### src/rtl/ckp_pkg.sv
package ckp_pkg;
    typedef enum logic [1:0] {
        ST_IDLE,
        ST_REQ,
        ST_RUN,
        ST_EVAL
    } ckp_state_e;

    localparam int unsigned EST_W    = 16;
    localparam logic [15:0] ALPHA_Q16 = 16'd9830;
endpackage

### src/rtl/ckp_est_unit.sv
module ckp_est_unit #(
    parameter int CW = 16
) (
    input  logic          clk,
    input  logic          rst_n,
    input  logic          load_init,
    input  logic [15:0]   init_est,
    input  logic          eval,
    input  logic [CW-1:0] cnt_err,
    input  logic [CW-1:0] cnt_ok,
    output logic [15:0]   est,
    output logic          rising
);
    localparam int DW = (CW + 1 > 17) ? CW + 1 : 17;
    localparam int QW = CW + 16;

    logic [DW-1:0]   prev_num, prev_den, tot;
    logic [2*DW-1:0] lhs, rhs;
    logic [QW-1:0]   num_sh, quo;
    logic [15:0]     est_new;

    always_comb begin
        tot     = DW'(cnt_err) + DW'(cnt_ok);
        lhs     = (2*DW)'(cnt_err) * (2*DW)'(prev_den);
        rhs     = (2*DW)'(prev_num) * (2*DW)'(tot);
        rising  = (tot != '0) && (lhs > rhs);
        num_sh  = {cnt_err, 16'h0000};
        quo     = (tot == '0) ? '0 : num_sh / QW'(tot);
        est_new = (quo > QW'(16'hFFFF)) ? 16'hFFFF : quo[15:0];
    end

    always_ff @(posedge clk or negedge rst_n) begin
        if (!rst_n) begin
            est      <= '0;
            prev_num <= '0;
            prev_den <= DW'(1);
        end else if (load_init) begin
            est      <= init_est;
            prev_num <= DW'(init_est);
            prev_den <= DW'(17'h10000);
        end else if (eval && tot != '0) begin
            est      <= est_new;
            prev_num <= DW'(cnt_err);
            prev_den <= tot;
        end
    end

    AST_EMPTY_KEEPS_EST: assert property (@(posedge clk) disable iff (!rst_n)
        (eval && !load_init && cnt_err == '0 && cnt_ok == '0) |=> $stable(est));
    AST_SAT_FULL: assert property (@(posedge clk) disable iff (!rst_n)
        (eval && !load_init && cnt_err != '0 && cnt_ok == '0) |=> (est == 16'hFFFF));
endmodule

### src/rtl/ckp_period_upd.sv
module ckp_period_upd
    import ckp_pkg::*;
#(
    parameter int PW = 16
) (
    input  logic [PW-1:0] period,
    input  logic          rising,
    input  logic [PW-1:0] min_p,
    input  logic [PW-1:0] max_p,
    output logic [PW-1:0] next_p
);
    logic [PW+15:0] prod;
    logic [PW-1:0]  delta;
    logic [PW:0]    cand;

    always_comb begin
        prod  = (PW+16)'(period) * (PW+16)'(ALPHA_Q16);
        delta = PW'(prod >> 16);
        cand  = rising ? ({1'b0, period} - {1'b0, delta})
                       : ({1'b0, period} + {1'b0, delta});
        if (cand < {1'b0, min_p})
            next_p = min_p;
        else if (cand > {1'b0, max_p})
            next_p = max_p;
        else
            next_p = cand[PW-1:0];
    end

    always_comb begin
        AST_SHRINK_NOT_ABOVE: assert (!(rising && min_p <= period && period <= max_p) || next_p <= period);
    end
endmodule

### src/rtl/ckp_spacer.sv
module ckp_spacer #(
    parameter int PW = 16,
    parameter int NW = 16
) (
    input  logic          clk,
    input  logic          rst_n,
    input  logic          load,
    input  logic          run,
    input  logic [PW-1:0] period,
    input  logic [NW-1:0] count,
    output logic          strobe,
    output logic          last
);
    localparam int MW = (PW > NW) ? PW : NW;

    logic [PW-1:0] spacing, pc, sc, sp_eff;
    logic [MW-1:0] cnt_x, quo;

    always_comb begin
        cnt_x  = (count == '0) ? MW'(1) : MW'(count);
        quo    = MW'(period) / cnt_x;
        sp_eff = (quo == '0) ? PW'(1) : PW'(quo);
        strobe = run && (sc == spacing - PW'(1));
        last   = run && (pc == period - PW'(1));
    end

    always_ff @(posedge clk or negedge rst_n) begin
        if (!rst_n) begin
            spacing <= PW'(1);
            pc      <= '0;
            sc      <= '0;
        end else if (load) begin
            spacing <= sp_eff;
            pc      <= '0;
            sc      <= '0;
        end else if (run) begin
            pc <= pc + PW'(1);
            sc <= (sc == spacing - PW'(1)) ? '0 : sc + PW'(1);
        end
    end

    AST_STROBE_SINGLE: assert property (@(posedge clk) disable iff (!rst_n)
        (strobe && spacing > PW'(1) && !load) |=> !strobe);
endmodule

### src/rtl/ckp_adapt_ctrl.sv
module ckp_adapt_ctrl
    import ckp_pkg::*;
#(
    parameter int PW = 16,
    parameter int CW = 16,
    parameter int NW = 16
) (
    input  logic          clk,
    input  logic          rst_n,
    input  logic          start,
    input  logic          mode_adapt,
    input  logic [PW-1:0] init_period,
    input  logic [PW-1:0] min_period,
    input  logic [PW-1:0] max_period,
    input  logic [15:0]   init_est,
    input  logic [CW-1:0] cnt_err,
    input  logic [CW-1:0] cnt_ok,
    input  logic          rsp_valid,
    input  logic [NW-1:0] rsp_count,
    output logic          req_valid,
    output logic [15:0]   req_est,
    output logic [PW-1:0] req_period,
    output logic [PW-1:0] period_o,
    output logic [15:0]   est_o,
    output logic          ckpt_strobe,
    output logic          period_end
);
    ckp_state_e    state_q, state_d;
    logic [PW-1:0] period_q, next_p;
    logic [15:0]   est;
    logic          rising, last, load_init;

    always_ff @(posedge clk or negedge rst_n) begin
        if (!rst_n) state_q <= ST_IDLE;
        else        state_q <= state_d;
    end

    always_comb begin
        state_d = state_q;
        unique case (state_q)
            ST_IDLE: if (start)     state_d = ST_REQ;
            ST_REQ:  if (rsp_valid) state_d = ST_RUN;
            ST_RUN:  if (last)      state_d = ST_EVAL;
            ST_EVAL:                state_d = ST_REQ;
            default:                state_d = ST_IDLE;
        endcase
    end

    always_comb begin
        req_valid  = (state_q == ST_REQ);
        period_end = (state_q == ST_EVAL);
        load_init  = (state_q == ST_IDLE) && start;
        req_est    = est;
        req_period = period_q;
        period_o   = period_q;
        est_o      = est;
    end

    always_ff @(posedge clk or negedge rst_n) begin
        if (!rst_n)
            period_q <= '0;
        else if (load_init)
            period_q <= init_period;
        else if (state_q == ST_EVAL && mode_adapt)
            period_q <= next_p;
    end

    ckp_est_unit #(.CW(CW)) u_est (
        .clk(clk), .rst_n(rst_n), .load_init(load_init), .init_est(init_est),
        .eval(state_q == ST_EVAL), .cnt_err(cnt_err), .cnt_ok(cnt_ok),
        .est(est), .rising(rising)
    );

    ckp_period_upd #(.PW(PW)) u_upd (
        .period(period_q), .rising(rising), .min_p(min_period),
        .max_p(max_period), .next_p(next_p)
    );

    ckp_spacer #(.PW(PW), .NW(NW)) u_sp (
        .clk(clk), .rst_n(rst_n), .load(state_q == ST_REQ && rsp_valid),
        .run(state_q == ST_RUN), .period(period_q), .count(rsp_count),
        .strobe(ckpt_strobe), .last(last)
    );

    AST_REQ_HOLD: assert property (@(posedge clk) disable iff (!rst_n)
        (req_valid && !rsp_valid) |=> (req_valid && $stable(req_period) && $stable(req_est)));
    AST_END_THEN_REQ: assert property (@(posedge clk) disable iff (!rst_n)
        period_end |=> (!period_end && req_valid));
    AST_FIXED_PERIOD: assert property (@(posedge clk) disable iff (!rst_n)
        (period_end && !mode_adapt) |=> $stable(period_o));
    AST_CLAMP_WINDOW: assert property (@(posedge clk) disable iff (!rst_n)
        (period_end && mode_adapt && min_period <= max_period)
        |=> (period_o >= $past(min_period) && period_o <= $past(max_period)));
    AST_STROBE_IN_RUN: assert property (@(posedge clk) disable iff (!rst_n)
        ckpt_strobe |-> (!req_valid && !period_end));
endmodule

### config.mk
export PLATFORM = sky130hd
export DESIGN_NAME = ckp_adapt_ctrl
export DESIGN_NICKNAME = d
export VERILOG_FILES = /design/src/rtl/ckp_pkg.sv /design/src/rtl/ckp_est_unit.sv /design/src/rtl/ckp_period_upd.sv /design/src/rtl/ckp_spacer.sv /design/src/rtl/ckp_adapt_ctrl.sv
export SDC_FILE = /design/constraint.sdc
export NUM_CORES = 2
export LEC_CHECK = 0
export BUFFER_PORTS_ARGS = -buffer_cell sky130_fd_sc_hd__buf_2
export CAP_MARGIN = 20
export CORE_AREA = 10 10 344 346
export CTS_BUF_LIST = sky130_fd_sc_hd__clkbuf_8
export CTS_CLUSTER_SIZE = 20
export DETAILED_ROUTE_END_ITERATION = 10
export DIE_AREA = 0 0 354 356
export GPL_TIMING_DRIVEN = 0
export PLACE_DENSITY_LB_ADDON = 0.12
export SYNTH_ARGS = -nofsm -noshare
export SYNTH_HDL_FRONTEND = slang
export SYNTH_SLANG_ARGS = --single-unit
### constraint.sdc
create_clock -name clk -period 87.7 [get_ports clk]
set_input_delay 13.155 -clock clk [delete_from_list [all_inputs] [get_ports clk]]
set_output_delay 13.155 -clock clk [all_outputs]
set_load 0.05 [all_outputs]
# [Word-level counts from Yosys, hierarchy flattened]
# Cells that the tools add are included.
# Widths: inputs -> output; s select.
[word_totals] inputBits=117 register_bits=116 word_cells=72 out_inout_bits=67
[op_classes] muxes=24 reduce_logical=16 n_lt_le_gt_ge=4 addsub=7 div_mod_pow=2 mul=3 eq_ne=8
[ops] op="$mux 16" n=14
[ops] op="$mux 17" n=5
[ops] op="$gt 33x34->1" n=1
[ops] op="$mul 17x17->34" n=1
[ops] op="$mul 16x17->33" n=1
[ops] op="$add 16x1->16 const B" n=2
[ops] op="$div 32x17->32" n=1
[ops] op="$eq 16x16->1" n=2
[ops] op="$gt 32x16->1 const B" n=1
[ops] op="$logic_not 16->1" n=2
[ops] op="$mux 32" n=1
[ops] op="$sub 16x1->16 const B" n=2
[ops] op="$mul 16x13->29 const B" n=1
[ops] op="$add 16x14->17" n=1
[ops] op="$add 16x16->17" n=1
[ops] op="$gt 17x16->1" n=1
[ops] op="$logic_not 17->1" n=1
[ops] op="$lt 17x16->1" n=1
[ops] op="$reduce_bool 17->1" n=1
[ops] op="$sub 16x14->17" n=1
[ops] op="$div 16x16->16" n=1
[ops] op="$pmux 2 s4" n=1
[ops] op="$logic_and 1x1->1" n=7
[ops] op="$mux 2" n=3
[ops] op="6 further kinds" n=11

# [Depth between registers and ports, before layout]
[logic_depth] word_depth=10 mapped_depth=522 depth_no_buf=485

# [By module]
# From an unflattened synthesis, not the netlist that was laid out.
[hier_totals] cells_unflattened=8553 area_unflattened_um2=64393.0
[modules_own_cells] mod="ckp_est_unit" cells_per_inst=6202 seq_area_each_um2=1227.4 n_inst=1 area_per_inst_um2=46438.3
[modules_own_cells] mod="ckp_spacer" cells_per_inst=1532 seq_area_each_um2=1202.4 n_inst=1 area_per_inst_um2=11120.7
[modules_own_cells] mod="ckp_period_upd" cells_per_inst=699 seq_area_each_um2=0.0 n_inst=1 area_per_inst_um2=5684.2
[modules_own_cells] mod="ckp_adapt_ctrl" cells_per_inst=120 seq_area_each_um2=450.4 n_inst=1 area_per_inst_um2=1149.9

# [Worst setup path after synthesis]
# No wires, ideal clock.
[synth_timing] path_type="input -> register" startpoint="input port cnt_err[1]" endpoint="register u_est.est[0]" setup_ns=0.129 path_slack_ns=-14.063 required_ns=87.571 n_path_buf=49 t_arrival_ns=101.634 stages=503 path_cell_list="clkbuf_1 -> clkbuf_1 -> inv_1 -> fa_1 -> nor2b_1 -> o31ai_2 -> a21boi_1 -> a211oi_1 -> inv_1 -> o211ai_1 -> nor4_4 -> buf_4 -> buf_2 -> and2_1 -> a21oi_1 -> a31oi_1 -> ha_1 -> or3_1 -> [467 not listed] -> a21oi_1 -> o21bai_1 -> nor2_1 -> o2bb2ai_1 -> nand4bb_1 -> nor4b_4 -> buf_2 -> nand2_1 -> o31ai_1 -> ha_1 -> a21o_1 -> a21o_1 -> a21oi_1 -> a2111oi_0 -> a22o_1 -> nor4_1 -> nand3_1 -> o41a_1"
[synth_between] elab_chain_cells=7 word_cells_on_any_way=11 classes_between="1 x add/sub; 1 x div; 1 x order compare; 4 x mux; 4 x reduce/logical"
[synth_rtl] element="start: declaration" line_no="ckp_adapt_ctrl.sv:16" source="input logic [CW-1:0] cnt_err,"
[synth_rtl] element="$add 16x16->17" line_no="ckp_est_unit.sv:23" source="tot = DW'(cnt_err) + DW'(cnt_ok);"
[synth_rtl] element="$div 32x17->32 or $logic_not 17->1 (tied branches)" line_no="ckp_est_unit.sv:28" source="quo = (tot == '0) ? '0 : num_sh / QW'(tot);"
[synth_rtl] element="$mux 32" line_no="ckp_est_unit.sv:28"
[synth_rtl] element="$gt 32x16->1" line_no="ckp_est_unit.sv:29" source="est_new = (quo > QW'(16'hFFFF)) ? 16'hFFFF : quo[15:0];"
[synth_rtl] element="$mux 16" line_no="ckp_est_unit.sv:29"
[synth_rtl] element="$mux 16" line_no="ckp_est_unit.sv:41" source="end else if (eval && tot != '0) begin"
[synth_rtl] element="$mux 16" line_no="ckp_est_unit.sv:37" source="end else if (load_init) begin"
[synth_rtl] element="end signal: assignment" line_no="ckp_est_unit.sv:38" source="est <= init_est;"
[synth_rtl] element="end signal: assignment" line_no="ckp_est_unit.sv:42" source="est <= est_new;"
[synth_rtl] element="end: declaration" line_no="ckp_est_unit.sv:11" source="output logic [15:0] est,"
# Several ways; a longest one is shown, not always the timed one. The select of a mux whose other input is x is not followed.
# A chain may end at the register's enable or synchronous reset.

# [Worst setup path after layout]
[layout_timing] startpoint="input port cnt_err[8]" endpoint="register u_est.est[0]"
# The elaborated chain is that of the path after synthesis.

==> flow_metrics.tcl <==
set metrics [dict create \
    yosys.area.top_type_share_pct 19.5 \
    via_per_inst 6.16 \
    cp_num_cells 518 \
    whs_path_depth 1 \
    slowest_delay_ps 450 \
    finClkSkew_ps 20.9 \
    synth-edff-count 0 \
    clock_sinks 115 \
    synth.distinct_cells 131 \
    grt_max_degree 87 \
    crit_type "in -> reg" \
    r2r_cells 190 \
    htree_levels 4 \
    avgSynthCellArea_um2 7.63 \
    yosys.area.top_type "ha_1" \
    antenna_found_initial 6 \
    required_ps 88100 \
    cp_num_buf_inv 84 \
    wirelength_um 218000 \
    die_y_um 356 \
    drcViolationCount 0 \
    worstSetupStartpointType "input pin" \
    clockRootBuffer "clkbuf_8" \
    dieArea_um2 126000 \
    critical_path.max_fanout 10 \
    synth_seq_area_share_pct 4.73 \
    area_growth_pct 17.7 \
    rows 123 \
    muxShareOfSynthArea_pct 3.34 \
    relSlewSlack_pct 15.3 \
    dp_slack_ps -19850 \
    initial_utilization_pct 54.5 \
    synth_adder_area_share_pct 35.2 \
    crit_slowest_cell "or4_4" \
    die_w_um 354 \
    cts_buffer_depth 2 \
    violations "negative setup slack" \
    drtIter0Drc 4968 \
    netlist_area_um2 60800 \
    synth_xor_area_share_pct 6.57 \
    cp.arrival_ps 98050 \
    syn_inst 7972 \
    r2r_slack_ps 44090 \
    min_from "u_sp.sc[15]" \
    crit-reg2reg-launch "period_o[15]" \
    status "finished, violations left" \
    dp.cells 9672 \
    layoutNonFillerInstCount 10134 \
    finalCriticalPeriod_ps 97650 \
    boundaryPins 184 \
    tightest_slew_ps 1270 \
    cp_top_family "compound AO/OA/AOI/OAI gates" \
    numCtsBuffers 17 \
    endpoint_kind "flop" \
    place_congestion 0.992 \
    synthArstFlopShare_pct 100 \
    final_layout_size_suffix_gt1_share_pct 16.8 \
    r2r_end "u_sp.spacing[8]" \
    port_buffers 183 \
    crit_top_cell "o21a_1" \
    synthTopCellsByArea "ha_1 (19%), fa_1 (16%), inv_1 (5.4%)" \
    grt_pass1_vias 60067 \
    grtUsageTotal_pct 32.9 \
    synthesis.nets 9515 \
    gr-total-overflow 0 \
    cts_tree "built" \
    synthFlopType "dfrtp_1" \
    hp-class "reg -> reg" \
    grt_pass1_wl_um 334000 \
    final_hold_viol_count 0 \
    setup_viol 4 \
    min_to "u_sp.sc[15]" \
    rsz0062_at_grt "yes" \
    synth_top_family_by_area "adder cells" \
    cts.clk_slew.worst_paths_ps 90 \
    dr.pass1.iters 7 \
    layout_setup_ws_ps -9950 \
    final_area_um2 71600 \
    dp_hpwl_um 173000 \
    ys_seq_elements 115 \
    drv_slew 0 \
    vias 62398 \
    nNetsFinal 10160 \
    max-cap-violations 0 \
    hold-worst-slack_ps 516 \
    core_area_um2 112000 \
    yosys.area_share.simple_pct 19.8 \
    fin_crit_sh_pct 111 \
    synth_warnings 0 \
    ant_nets 0 \
    clkLatencyLatePin_ps 520 \
    wl_per_cell_um 21.5 \
    max_clock_freq_mhz 10.2 \
    placed_area_um2 65600 \
    synth-compound-area-share_pct 22.5 \
]
==> stage by stage <==
| step | util [%] | TNS (ps) |
|---|---|---|
| 6_report | 64.2 | -22100 |
| 5_1_grt | 64.2 | -36010 |
| 4_1_cts | 62.4 | -17800 |
| 3_5_place_dp | 58.8 | -63990 |
| 3_3_place_gp | 58.5 | -60300 |
| 2_1_floorplan | - | -6190 |
==> registers in the layout, summed over array words and instances (netlist names) <==
signal,count
period_o,16
state_q,2
u_est.est,16
u_est.prev_den,17
u_est.prev_num,16
u_sp.pc,16
u_sp.sc,16
u_sp.spacing,16
==> layout make-up <==
| type | count | area [µm²] |
|---|---|---|
| buffer | 327 | 2180 |
| antenna | 6 | 15.0 |
| tap | 1500 | 1880 |
| fill | 9994 | 40000 |
| clock inverter | 13 | 160 |
| sequential | 115 | 2880 |
| multi-input combinational | 6640 | 56200 |
| inverter | 888 | 3410 |
| timing repair inverter | 3 | 26.3 |
| clock buffer | 17 | 234 |
| timing repair buffer | 625 | 4610 |
==> metal layers <==
| metal | up-vias | routed length (µm) | track usage [%] | share of wire, % |
|---|---|---|---|---|
| met2 | 2626 | 95700 | 51.8 | 44 |
| met3 | 581 | 19000 | 5.97 | 8.7 |
| li1 | 29131 | - | - | - |
| met4 | 2 | 12400 | 16.2 | 5.7 |
| met1 | 30058 | 90600 | 43.1 | 42 |
| met5 | - | 7 | 0 | 0.0032 |
==> cells in the final DEF (no fill, tap or decap), drive strengths merged, types with 96 or more instances in the layout <==
master	count
a21o	147
a21oi	606
and2	187
buf	722
clkbuf	246
dfrtp	113
fa	480
ha	946
inv	892
mux2	116
nand2	857
nand3	123
nand4	98
nor2	548
nor2b	96
nor3	234
o21a	220
o21ai	356
o21bai	151
o31ai	117
xnor2	327
xor2	128
==> how the worst max path moves through the flow <==
stage                     startpoint      endpoint
after floorplan           cnt_err[1]  u_est.est[0]
after global placement    cnt_err[1]  u_est.est[0]
after detailed placement  cnt_err[1]  u_est.est[0]
after CTS                  cnt_ok[0]  u_est.est[0]
after global routing      cnt_err[6]  u_est.est[0]
final                     cnt_err[8]  u_est.est[0]
==> cells in the mapped netlist, types with 12 or more instances <==
library cell,number
ha_1,946
inv_1,881
nand2_1,856
a21oi_1,604
nor2_1,547
fa_1,480
o21ai_0,329
xnor2_1,326
clkbuf_1,246
nor3_1,230
o21a_1,219
and2_1,185
o21bai_1,150
a21o_1,147
xor2_1,127
nand3_1,122
o31ai_1,115
dfrtp_1,113
mux2_2,113
nor2b_1,95
nand4_1,94
a211oi_1,85
nand2b_1,83
and3_1,69
mux2i_1,67
or3_1,61
a31oi_1,49
nor4_1,38
o211ai_1,38
buf_4,37
or2_2,28
o22ai_1,27
o21ai_1,24
buf_2,22
and4_1,18
buf_1,18
a221oi_1,16
a211o_1,15
o211a_1,15
a31o_2,14
o31a_1,12
==> kinds of logic (layout without fill, tap and decap cells) <==
logic type	Yosys count	after routing
AO/OA/AOI/OAI	2067	2067
buffers and inverters	1217	1873
AND/OR/NAND/NOR	2506	2506
flip-flops	115	115
other	0	6
adder cells (fa/ha/maj)	1426	1426
multiplexers	186	186
XOR/XNOR	455	455
==> what timing repair did <==
item / 4_1_cts / 5_1_grt
buffers inserted: 281 / 138
gates resized for setup: 273 / 202
cloned: 4 / 3
setup endpoints to repair: 5 / 5
hold buffers: 0 / 0
pin swaps: 213 / 201
Power is not shown: default switching activity piles up to over one toggle a cycle in this logic, so the estimate is an artifact.
